<file path="src/rtl/blk_count_pkg.sv">
package blk_count_pkg;

  // Width of the count output: holds values up to 32.
  localparam int COUNT_W = 6;
  // Longest fractional pattern, in packets (44.1 kHz).
  localparam int PHASE_LEN = 80;
  localparam int PHASE_W = $clog2(PHASE_LEN);
  localparam int PHASE_HALF = PHASE_LEN / 2;

  typedef enum logic [2:0] {
    RATE_32K   = 3'd0,
    RATE_44K1  = 3'd1,
    RATE_48K   = 3'd2,
    RATE_88K2  = 3'd3,
    RATE_96K   = 3'd4,
    RATE_176K4 = 3'd5,
    RATE_192K  = 3'd6,
    RATE_RSVD  = 3'd7
  } rateSel_e;

  typedef struct packed {
    logic load;    // clear phase, new configuration taking effect
    logic report;  // a packet count is presented this cycle
    logic step;    // phase moves to the next pattern position
  } seqStrobes_t;

  // True for the rates whose per-cycle share is fractional.
  function automatic logic isFracRate(rateSel_e r);
    return (r == RATE_44K1) || (r == RATE_88K2) || (r == RATE_176K4);
  endfunction

endpackage

</file>
<file path="src/rtl/blk_count_ctrl.sv">
module blk_count_ctrl
  import blk_count_pkg::*;
(
  input  logic        clk,
  input  logic        rstN,
  input  logic        start,
  input  logic        advance,
  input  logic [2:0]  rateCode,
  input  logic        blockMode,
  output seqStrobes_t strobes,
  output rateSel_e    cfgRate,
  output logic        cfgBlocking
);

  logic runningQ;

  always_ff @(posedge clk) begin
    if (!rstN) begin
      runningQ    <= 1'b0;
      cfgRate     <= RATE_32K;
      cfgBlocking <= 1'b0;
    end else if (start) begin
      runningQ    <= 1'b1;
      cfgRate     <= rateSel_e'(rateCode);
      cfgBlocking <= blockMode;
    end
  end

  always_comb begin
    strobes.load   = start;
    strobes.report = advance && runningQ && !start;
    strobes.step   = strobes.report && isFracRate(cfgRate) && !cfgBlocking;
  end


  cfg_hold_chk: assert property (@(posedge clk) disable iff (!rstN)
    (runningQ && !start) |=> ($stable(cfgRate) && $stable(cfgBlocking)));


  idle_quiet_chk: assert property (@(posedge clk) disable iff (!rstN)
    !runningQ |-> !strobes.report);

endmodule

</file>
<file path="src/rtl/blk_count_dp.sv">
module blk_count_dp
  import blk_count_pkg::*;
(
  input  logic               clk,
  input  logic               rstN,
  input  seqStrobes_t        strobes,
  input  rateSel_e           cfgRate,
  input  logic               cfgBlocking,
  input  logic               tsInvalid,
  output logic [COUNT_W-1:0] blockCount,
  output logic               countValid
);

  localparam logic [PHASE_W-1:0] LAST_44 = PHASE_W'(PHASE_LEN - 1);
  localparam logic [PHASE_W-1:0] LAST_88 = PHASE_W'(PHASE_LEN / 2 - 1);
  localparam logic [PHASE_W-1:0] LAST_176 = PHASE_W'(PHASE_LEN / 4 - 1);
  localparam logic [PHASE_W-1:0] HALF = PHASE_W'(PHASE_HALF);

  logic [PHASE_W-1:0] phaseQ;
  logic [PHASE_W-1:0] phaseLast;
  logic [COUNT_W-1:0] rawCount;
  logic               phaseZero;
  logic               frac44Bit;

  always_comb begin
    case (cfgRate)
      RATE_88K2:  phaseLast = LAST_88;
      RATE_176K4: phaseLast = LAST_176;
      default:    phaseLast = LAST_44;
    endcase
  end

  always_ff @(posedge clk) begin
    if (!rstN || strobes.load) begin
      phaseQ <= '0;
    end else if (strobes.step) begin
      phaseQ <= (phaseQ >= phaseLast) ? '0 : phaseQ + 1'b1;
    end
  end

  assign phaseZero = (phaseQ == '0);
  assign frac44Bit = phaseQ[0] ^ (phaseZero || (phaseQ >= HALF));

  always_comb begin
    rawCount = '0;
    if (cfgBlocking) begin
      case (cfgRate)
        RATE_32K, RATE_44K1, RATE_48K: rawCount = COUNT_W'(8);
        RATE_88K2, RATE_96K:           rawCount = COUNT_W'(16);
        RATE_176K4, RATE_192K:         rawCount = COUNT_W'(32);
        default:                       rawCount = '0;
      endcase
      if (tsInvalid) rawCount = '0;
    end else begin
      case (cfgRate)
        RATE_32K:   rawCount = COUNT_W'(4);
        RATE_48K:   rawCount = COUNT_W'(6);
        RATE_96K:   rawCount = COUNT_W'(12);
        RATE_192K:  rawCount = COUNT_W'(24);
        RATE_44K1:  rawCount = COUNT_W'(5) + COUNT_W'(frac44Bit);
        RATE_88K2:  rawCount = COUNT_W'(11) + COUNT_W'(phaseZero);
        RATE_176K4: rawCount = COUNT_W'(22) + COUNT_W'(phaseZero);
        default:    rawCount = '0;
      endcase
    end
  end

  assign countValid = strobes.report;
  assign blockCount = strobes.report ? rawCount : '0;


  phase_range_chk: assert property (@(posedge clk) disable iff (!rstN)
    phaseQ <= phaseLast || !isFracRate(cfgRate));


  phase_clear_chk: assert property (@(posedge clk) disable iff (!rstN)
    strobes.load |=> (phaseQ == '0));


  phase_hold_chk: assert property (@(posedge clk) disable iff (!rstN)
    (!strobes.step && !strobes.load) |=> $stable(phaseQ));


  no_info_zero_chk: assert property (@(posedge clk) disable iff (!rstN)
    (countValid && cfgBlocking && tsInvalid) |-> (blockCount == '0));


  even48_chk: assert property (@(posedge clk) disable iff (!rstN)
    (countValid && !cfgBlocking && cfgRate == RATE_48K) |-> (blockCount == COUNT_W'(6)));

endmodule

</file>
<file path="src/rtl/blk_count_seq.sv">
module blk_count_seq
  import blk_count_pkg::*;
(
  input  logic               clk,
  input  logic               rstN,
  input  logic               start,
  input  logic               advance,
  input  logic [2:0]         rateCode,
  input  logic               blockMode,
  input  logic               tsInvalid,
  output logic [COUNT_W-1:0] blockCount,
  output logic               countValid
);

  seqStrobes_t strobes;
  rateSel_e    cfgRate;
  logic        cfgBlocking;

  blk_count_ctrl ctrl_i (
    .clk        (clk),
    .rstN       (rstN),
    .start      (start),
    .advance    (advance),
    .rateCode   (rateCode),
    .blockMode  (blockMode),
    .strobes    (strobes),
    .cfgRate    (cfgRate),
    .cfgBlocking(cfgBlocking)
  );

  blk_count_dp dp_i (
    .clk        (clk),
    .rstN       (rstN),
    .strobes    (strobes),
    .cfgRate    (cfgRate),
    .cfgBlocking(cfgBlocking),
    .tsInvalid  (tsInvalid),
    .blockCount (blockCount),
    .countValid (countValid)
  );

endmodule

</file>
<file path="config.mk">
export PLATFORM = sky130hd
export DESIGN_NAME = blk_count_seq
export DESIGN_NICKNAME = d
export VERILOG_FILES = /design/src/rtl/blk_count_pkg.sv /design/src/rtl/blk_count_ctrl.sv /design/src/rtl/blk_count_dp.sv /design/src/rtl/blk_count_seq.sv
export SDC_FILE = /design/constraint.sdc
export NUM_CORES = 1
export LEC_CHECK = 0
export CAP_MARGIN = 20
export CORE_MARGIN = 2
export CORE_UTILIZATION = 49
export CTS_CLUSTER_DIAMETER = 50
export DETAILED_ROUTE_END_ITERATION = 6
export PLACE_DENSITY_LB_ADDON = 0.3
export SLEW_MARGIN = 0
export SYNTH_ARGS = -nofsm -noshare
export SYNTH_HDL_FRONTEND = slang
export SYNTH_SLANG_ARGS = --single-unit
</file>
<file path="constraint.sdc">
create_clock -name clk -period 3.6 [get_ports clk]
set_clock_uncertainty 0.15 [all_clocks]
set_input_delay 0.36 -clock clk [delete_from_list [all_inputs] [get_ports clk]]
set_output_delay 0.36 -clock clk [all_outputs]
set_load 0.03 [all_outputs]
</file>
== Yosys cells after proc, flatten, opt, wreduce, memory -nomap -nowiden ==
Index checks and enable logic that the tools add are counted.

* Register bits after elaboration: 12
* Latch bits: 0
* Bits in writable memories: 0
* Bits in read-only memories: 0
* Logic and storage cells: 40
* Memories: 0

* Add/subtract/negate cells: 4
* Multipliers: 0
* Divide/modulo/power cells: 0
* Magnitude comparators: 2
* Eq/ne operators: 6
* Shifts and indexed selects: 0
* Muxes and demuxes: 7
* Bitwise gates (word level): 1
* Reduce and logical (&&, ||, !) cells: 16

{| class="wikitable"
|+ Operators with widths
! operator !! number
|-
| $pmux 6 s7 || 1
|-
| $mux 6 || 3
|-
| $pmux 6 s3 || 1
|-
| $pmux 7 s2 || 1
|-
| $eq 3x3->1 const B || 3
|-
| $add 7x1->7 const B || 1
|-
| $ge 7x6->1 const B || 1
|-
| $ge 7x7->1 || 1
|-
| $logic_not 7->1 || 1
|-
| $mux 7 || 1
|-
| $add 5x1->6 const A || 1
|-
| $eq 3x2->1 const B || 2
|-
| $add 4x1->5 const A || 1
|-
| $add 3x1->4 const A || 1
|-
| $logic_and 1x1->1 || 4
|-
| $logic_or 1x1->1 || 4
|-
| $reduce_or 2->1 || 2
|-
| $eq 3x1->1 const B || 1
|-
| $logic_not 1->1 || 3
|-
| $logic_not 3->1 || 1
|-
| $reduce_or 3->1 || 1
|-
| $xor 1x1->1 || 1
|}

== Logic depth before layout (Yosys ltp) ==
* Word-level depth: 7
* Depth in mapped cells: 9
* Depth with buffers taken out: 8

== By module ==
From an unflattened synthesis, not the netlist that was laid out.

* Cells, all modules: 109
* Area, all modules: 925.9 µm²

{| class="wikitable"
|+ By module, submodules not included
! module !! instances !! cells each !! area each (µm²) !! sequential area each (µm²)
|-
| blk_count_dp || 1 || 90 || 711.9 || 140.1
|-
| blk_count_ctrl || 1 || 19 || 214.0 || 100.1
|}

== Worst setup path before layout ==
Ideal clock, no wire load.

* Path kind: reg2out
* Start point: register dp_i.phaseQ[0]
* End point: output blockCount[0]
* Arrival time: 2.137 ns
* Data required time: 3.090 ns
* Slack: 0.953 ns
* Cell stages (with the launch flop): 7
* Path buffers: 0
* Path through: dfxtp_1 > inv_1 > ha_1 > or4b_4 > o2111ai_1 > a31oi_1 > a311oi_1

* Cells in the longest elaborated chain, start to end: 7
* Elaborated cells between the ends (all ways): 10
* Classes of those cells: add/sub: 3; order compare: 1; mux: 3; bitwise: 1; reduce/logical: 2

{| class="wikitable"
|+ RTL lines
! item !! line !! RTL
|-
| start: declaration || blk_count_dp.sv:19 || <nowiki>logic [PHASE_W-1:0] phaseQ;</nowiki>
|-
| start signal: assignment || blk_count_dp.sv:37 || <nowiki>phaseQ <= (phaseQ >= phaseLast) ? '0 : phaseQ + 1'b1;</nowiki>
|-
| $ge 7x6->1 / $logic_not 7->1 (equally long branches) || blk_count_dp.sv:42, blk_count_dp.sv:41 ||
|-
| $logic_or 1x1->1 || blk_count_dp.sv:42 || <nowiki>assign frac44Bit = phaseQ[0] ^ (phaseZero || (phaseQ >= HALF));</nowiki>
|-
| $xor 1x1->1 || blk_count_dp.sv:42 ||
|-
| $add 3x1->4 || blk_count_dp.sv:60 || <nowiki>RATE_44K1: rawCount = COUNT_W'(5) + COUNT_W'(frac44Bit);</nowiki>
|-
| $pmux 6 s7 (*) || blk_count_dp.sv:55 || <nowiki>case (cfgRate)</nowiki>
|-
| $mux 6 (*) || blk_count_dp.sv:46 || <nowiki>if (cfgBlocking) begin</nowiki>
|-
| $mux 6 (*) || blk_count_dp.sv:69 || <nowiki>assign blockCount = strobes.report ? rawCount : '0;</nowiki>
|-
| end: declaration || blk_count_seq.sv:11 || <nowiki>output logic [COUNT_W-1:0] blockCount,</nowiki>
|}

Mark *: on every way between the ends. The rest lies on a longest branch, timed or not.

== Final worst setup path ==
* Start point: register dp_i.phaseQ[0]
* End point: output blockCount[2]

Same word-level chain as after synthesis.

==> run_results.csv <==
group,metric,value,unit
synth,ys_top_cells_by_count,"12 x dfxtp_1, 10 x nand2_1, 9 x inv_1",
timing,period_needed,3296,ps
timing,tns,0,ps
drt,ant_nets,0,
setup_path,crit_type,"reg -> out",
drt,routedWlPerCell,14.97,um
grt,grt_pass1_vias,935,
synth,synth_flop_cell,"dfxtp_1",
synth,ys_seq_elements,12,
place,numPortBuffers,15,
clock_tree,tritoncts,"built",
synth,synth_most_common_cell,"dfxtp_1",
timing,hold_viol_final,0,
flow_run,cap_violations,0,
power,p_sw_share,27.07,%
layout,fin_nets,155,
place,gp_congestion,0.9229,
synth,synthTopCellsByArea,"dfxtp_1 23%, ha_1 8.4%, a2111oi_0 5.0%",
setup_path,path_cells,"inv_1 -> ha_1 -> or4b_4 -> or3_4 -> a21oi_1 -> o21a_1 -> clkdlybuf4s50_1",
clock_tree,cts.path.max_buffers,2,
place,dpl.hpwl,1806,um
clock_tree,htree_num_levels,1,
drt,routed_wl,2455,um
setup_path,crit_slowest_cell,"clkdlybuf4s50_1",
power,p_int,196.8,uW
floorplan,die_h,50.09,um
clock_tree,cts_resized,0,
synth,synth_warnings,0,
clock_tree,path_clk_slew,70,ps
drt,vias,1008,
power,p_comb_share,16.3,%
layout,area_growth,17.31,%
grt,grt_pass1_wl,4229,um
setup_path,critPathMaxFanout,7,
grt,grt_antenna_before_repair,0,
grt,grt_max_degree,16,
power,power_frac_clock,30.1,%
floorplan,rows,16,
layout,antenna-diode-count,0,
synth,synth_area_per_cell,8.328,sq um
timing,relSlewSlack,64.15,%
setup_path,arrival,2790,ps
clock_tree,post_cts_buffers,0,
clock_tree,cts_sinks,12,
run_status,outcome,"complete, no violations",
timing,min_period_over_period,91.56,%
grt,overflow,0,
synth,async_reset_ff_share,0,%
floorplan,num_io_pins,16,
floorplan,die_area,2509,sq um
setup_path,crit_path_max_incr_delay,660,ps
drt,avgViaCountPerCell,6.146,
synth,yosysSeqAreaShare,23.08,%
layout,layout-drive-gt1-share,7.299,%
power,peakVddDrop,0.2367,mV
drt,drt_pass1_iterations,4,
floorplan,initial_core_util,52.53,%
synth,mappedNetlistNets,141,
setup_path,cp.required,3090,ps
synth,synth_top_area_share,23.08,%
clock_tree,insertion_delay,270,ps
layout,final_core_util,61.62,%
timing,fmax,303.4,MHz
timing,tightest_slew,537.0,ps
setup_path,worst_setup_path_end_kind,"primary output",
drt,drt_iter0_markers,43,
drt,drcViolationCount,0,
setup_path,startpoint_type,"register",
synth,synth_edf_count,0,
worst_hold_path,hold_class,"reg -> reg",
floorplan,coreArea,1982,sq um
power,p_leak,0.4324,nW
timing,setup_viol,0,
synth,synth_area_leader_cell,"dfxtp_1",
synth,ys_types,43,
power,p_seq_share,53.6,%
clock_tree,cts_buffers,3,
synth,syn_area,1041,sq um
clock_tree,cts_root_buf,"clkbuf_4",
power,p_sw,73.07,uW
synth,syn_inst,125,
floorplan,fp.dieW,50.09,um
clock_tree,cts_hold_buf,0,
power,p_total,269.9,uW
grt,track_usage,21.46,%
timing,rsz0062_at_grt,"false",
timing,slew_violations,0,
power,powerDensity,221.0,nW/um^2
[cell type report]
type	instances	area [sq um]
fillers	189	760.7
multi-input cells	98	740.7
flip-flops and latches	12	240.2
repair buffers	15	150.1
inverters	9	33.78
well taps	27	33.78
clock buffers	3	22.52
[layer usage]
| metal | global-route usage (%) | vias up | part of all wire [%] |
|---|---|---|---|
| met5 | 0 | - | 0 |
| met4 | 8.333 | 0 | 1.5 |
| met3 | 1.818 | 4 | 4.4 |
| met2 | 33.11 | 28 | 45 |
| met1 | 30.56 | 469 | 49 |
| li1 | - | 507 | - |
[critical path: cells and delay by family (launching register included)]
kind	cells	cell delay, ps
AO/OA/AOI/OAI	2	280
adder cells (fa/ha/maj)	1	180
buffers and inverters	2	820
flip-flops	1	390
AND/OR/NAND/NOR	2	850
[flip-flops by register name, indices dropped and copies added (netlist names)]
signal / count
dp_i.phaseQ: 7
ctrl_i.cfgRate: 3
ctrl_i.cfgBlocking: 1
ctrl_i.runningQ: 1
[power by group through the flow]
stage	Sequential, mW	Combinational, mW	Clock, mW
3_3_place_gp	0.147	0.0422	0
3_5_place_dp	0.148	0.0432	0
2_1_floorplan	0.142	0.0316	0
5_1_grt	0.146	0.0479	0.0897
4_1_cts	0.144	0.0436	0.0833
6_report	0.145	0.0439	0.0814
[through the flow]
stage | worst slack (ps) | cells | instance area (sq um) | hold slack [ps]
2_1_floorplan | 952.7 | 125 | 1041 | 291.4
3_3_place_gp | 550.9 | 161 | 1199 | 312.0
6_report | 304.0 | 164 | 1221 | 348.5
4_1_cts | 322.5 | 164 | 1221 | 348.8
5_1_grt | 204.0 | 164 | 1221 | 381.4
3_5_place_dp | 450.5 | 161 | 1199 | 332.0
[cell families after synthesis]
family	Yosys count	share of synthesized area (%)
buffers and inverters	15	5.769
xor gates and xnor gates	2	1.683
muxes	5	4.808
DFF	12	23.08
and+or+nand+nor	43	26.56
adders and majority gates	7	8.413
AOI/OAI and AO/OA	41	29.69
[final timing paths]
kind	end	slack [ps]	cells after the start	from
hold reg to reg	ctrl_i.runningQ$_SDFFE_PN0P_	350	1	ctrl_i.runningQ$_SDFFE_PN0P_
hold / removal	ctrl_i.runningQ$_SDFFE_PN0P_	350	1	ctrl_i.runningQ$_SDFFE_PN0P_
setup reg to reg	dp_i.phaseQ[5]$_SDFFE_PP0P_	660	8	ctrl_i.cfgRate[1]$_SDFFE_PN0P_
setup / recovery	blockCount[2]	300	7	dp_i.phaseQ[0]$_SDFFE_PP0P_
[layout by cell type, fill, tap and decap left out, types with 5 or more instances in the layout]
| master | netlist | routed |
|---|---|---|
| a311o_1 | 5 | 5 |
| nor2b_1 | 6 | 6 |
| mux2i_1 | 5 | 5 |
| a2111oi_0 | 6 | 6 |
| a21oi_1 | 5 | 5 |
| ha_1 | 7 | 7 |
| dfxtp_1 | 12 | 12 |
| clkdlybuf4s50_1 | 0 | 15 |
| nand2_1 | 10 | 10 |
| inv_1 | 9 | 9 |
(Power assumes the default switching activity.)
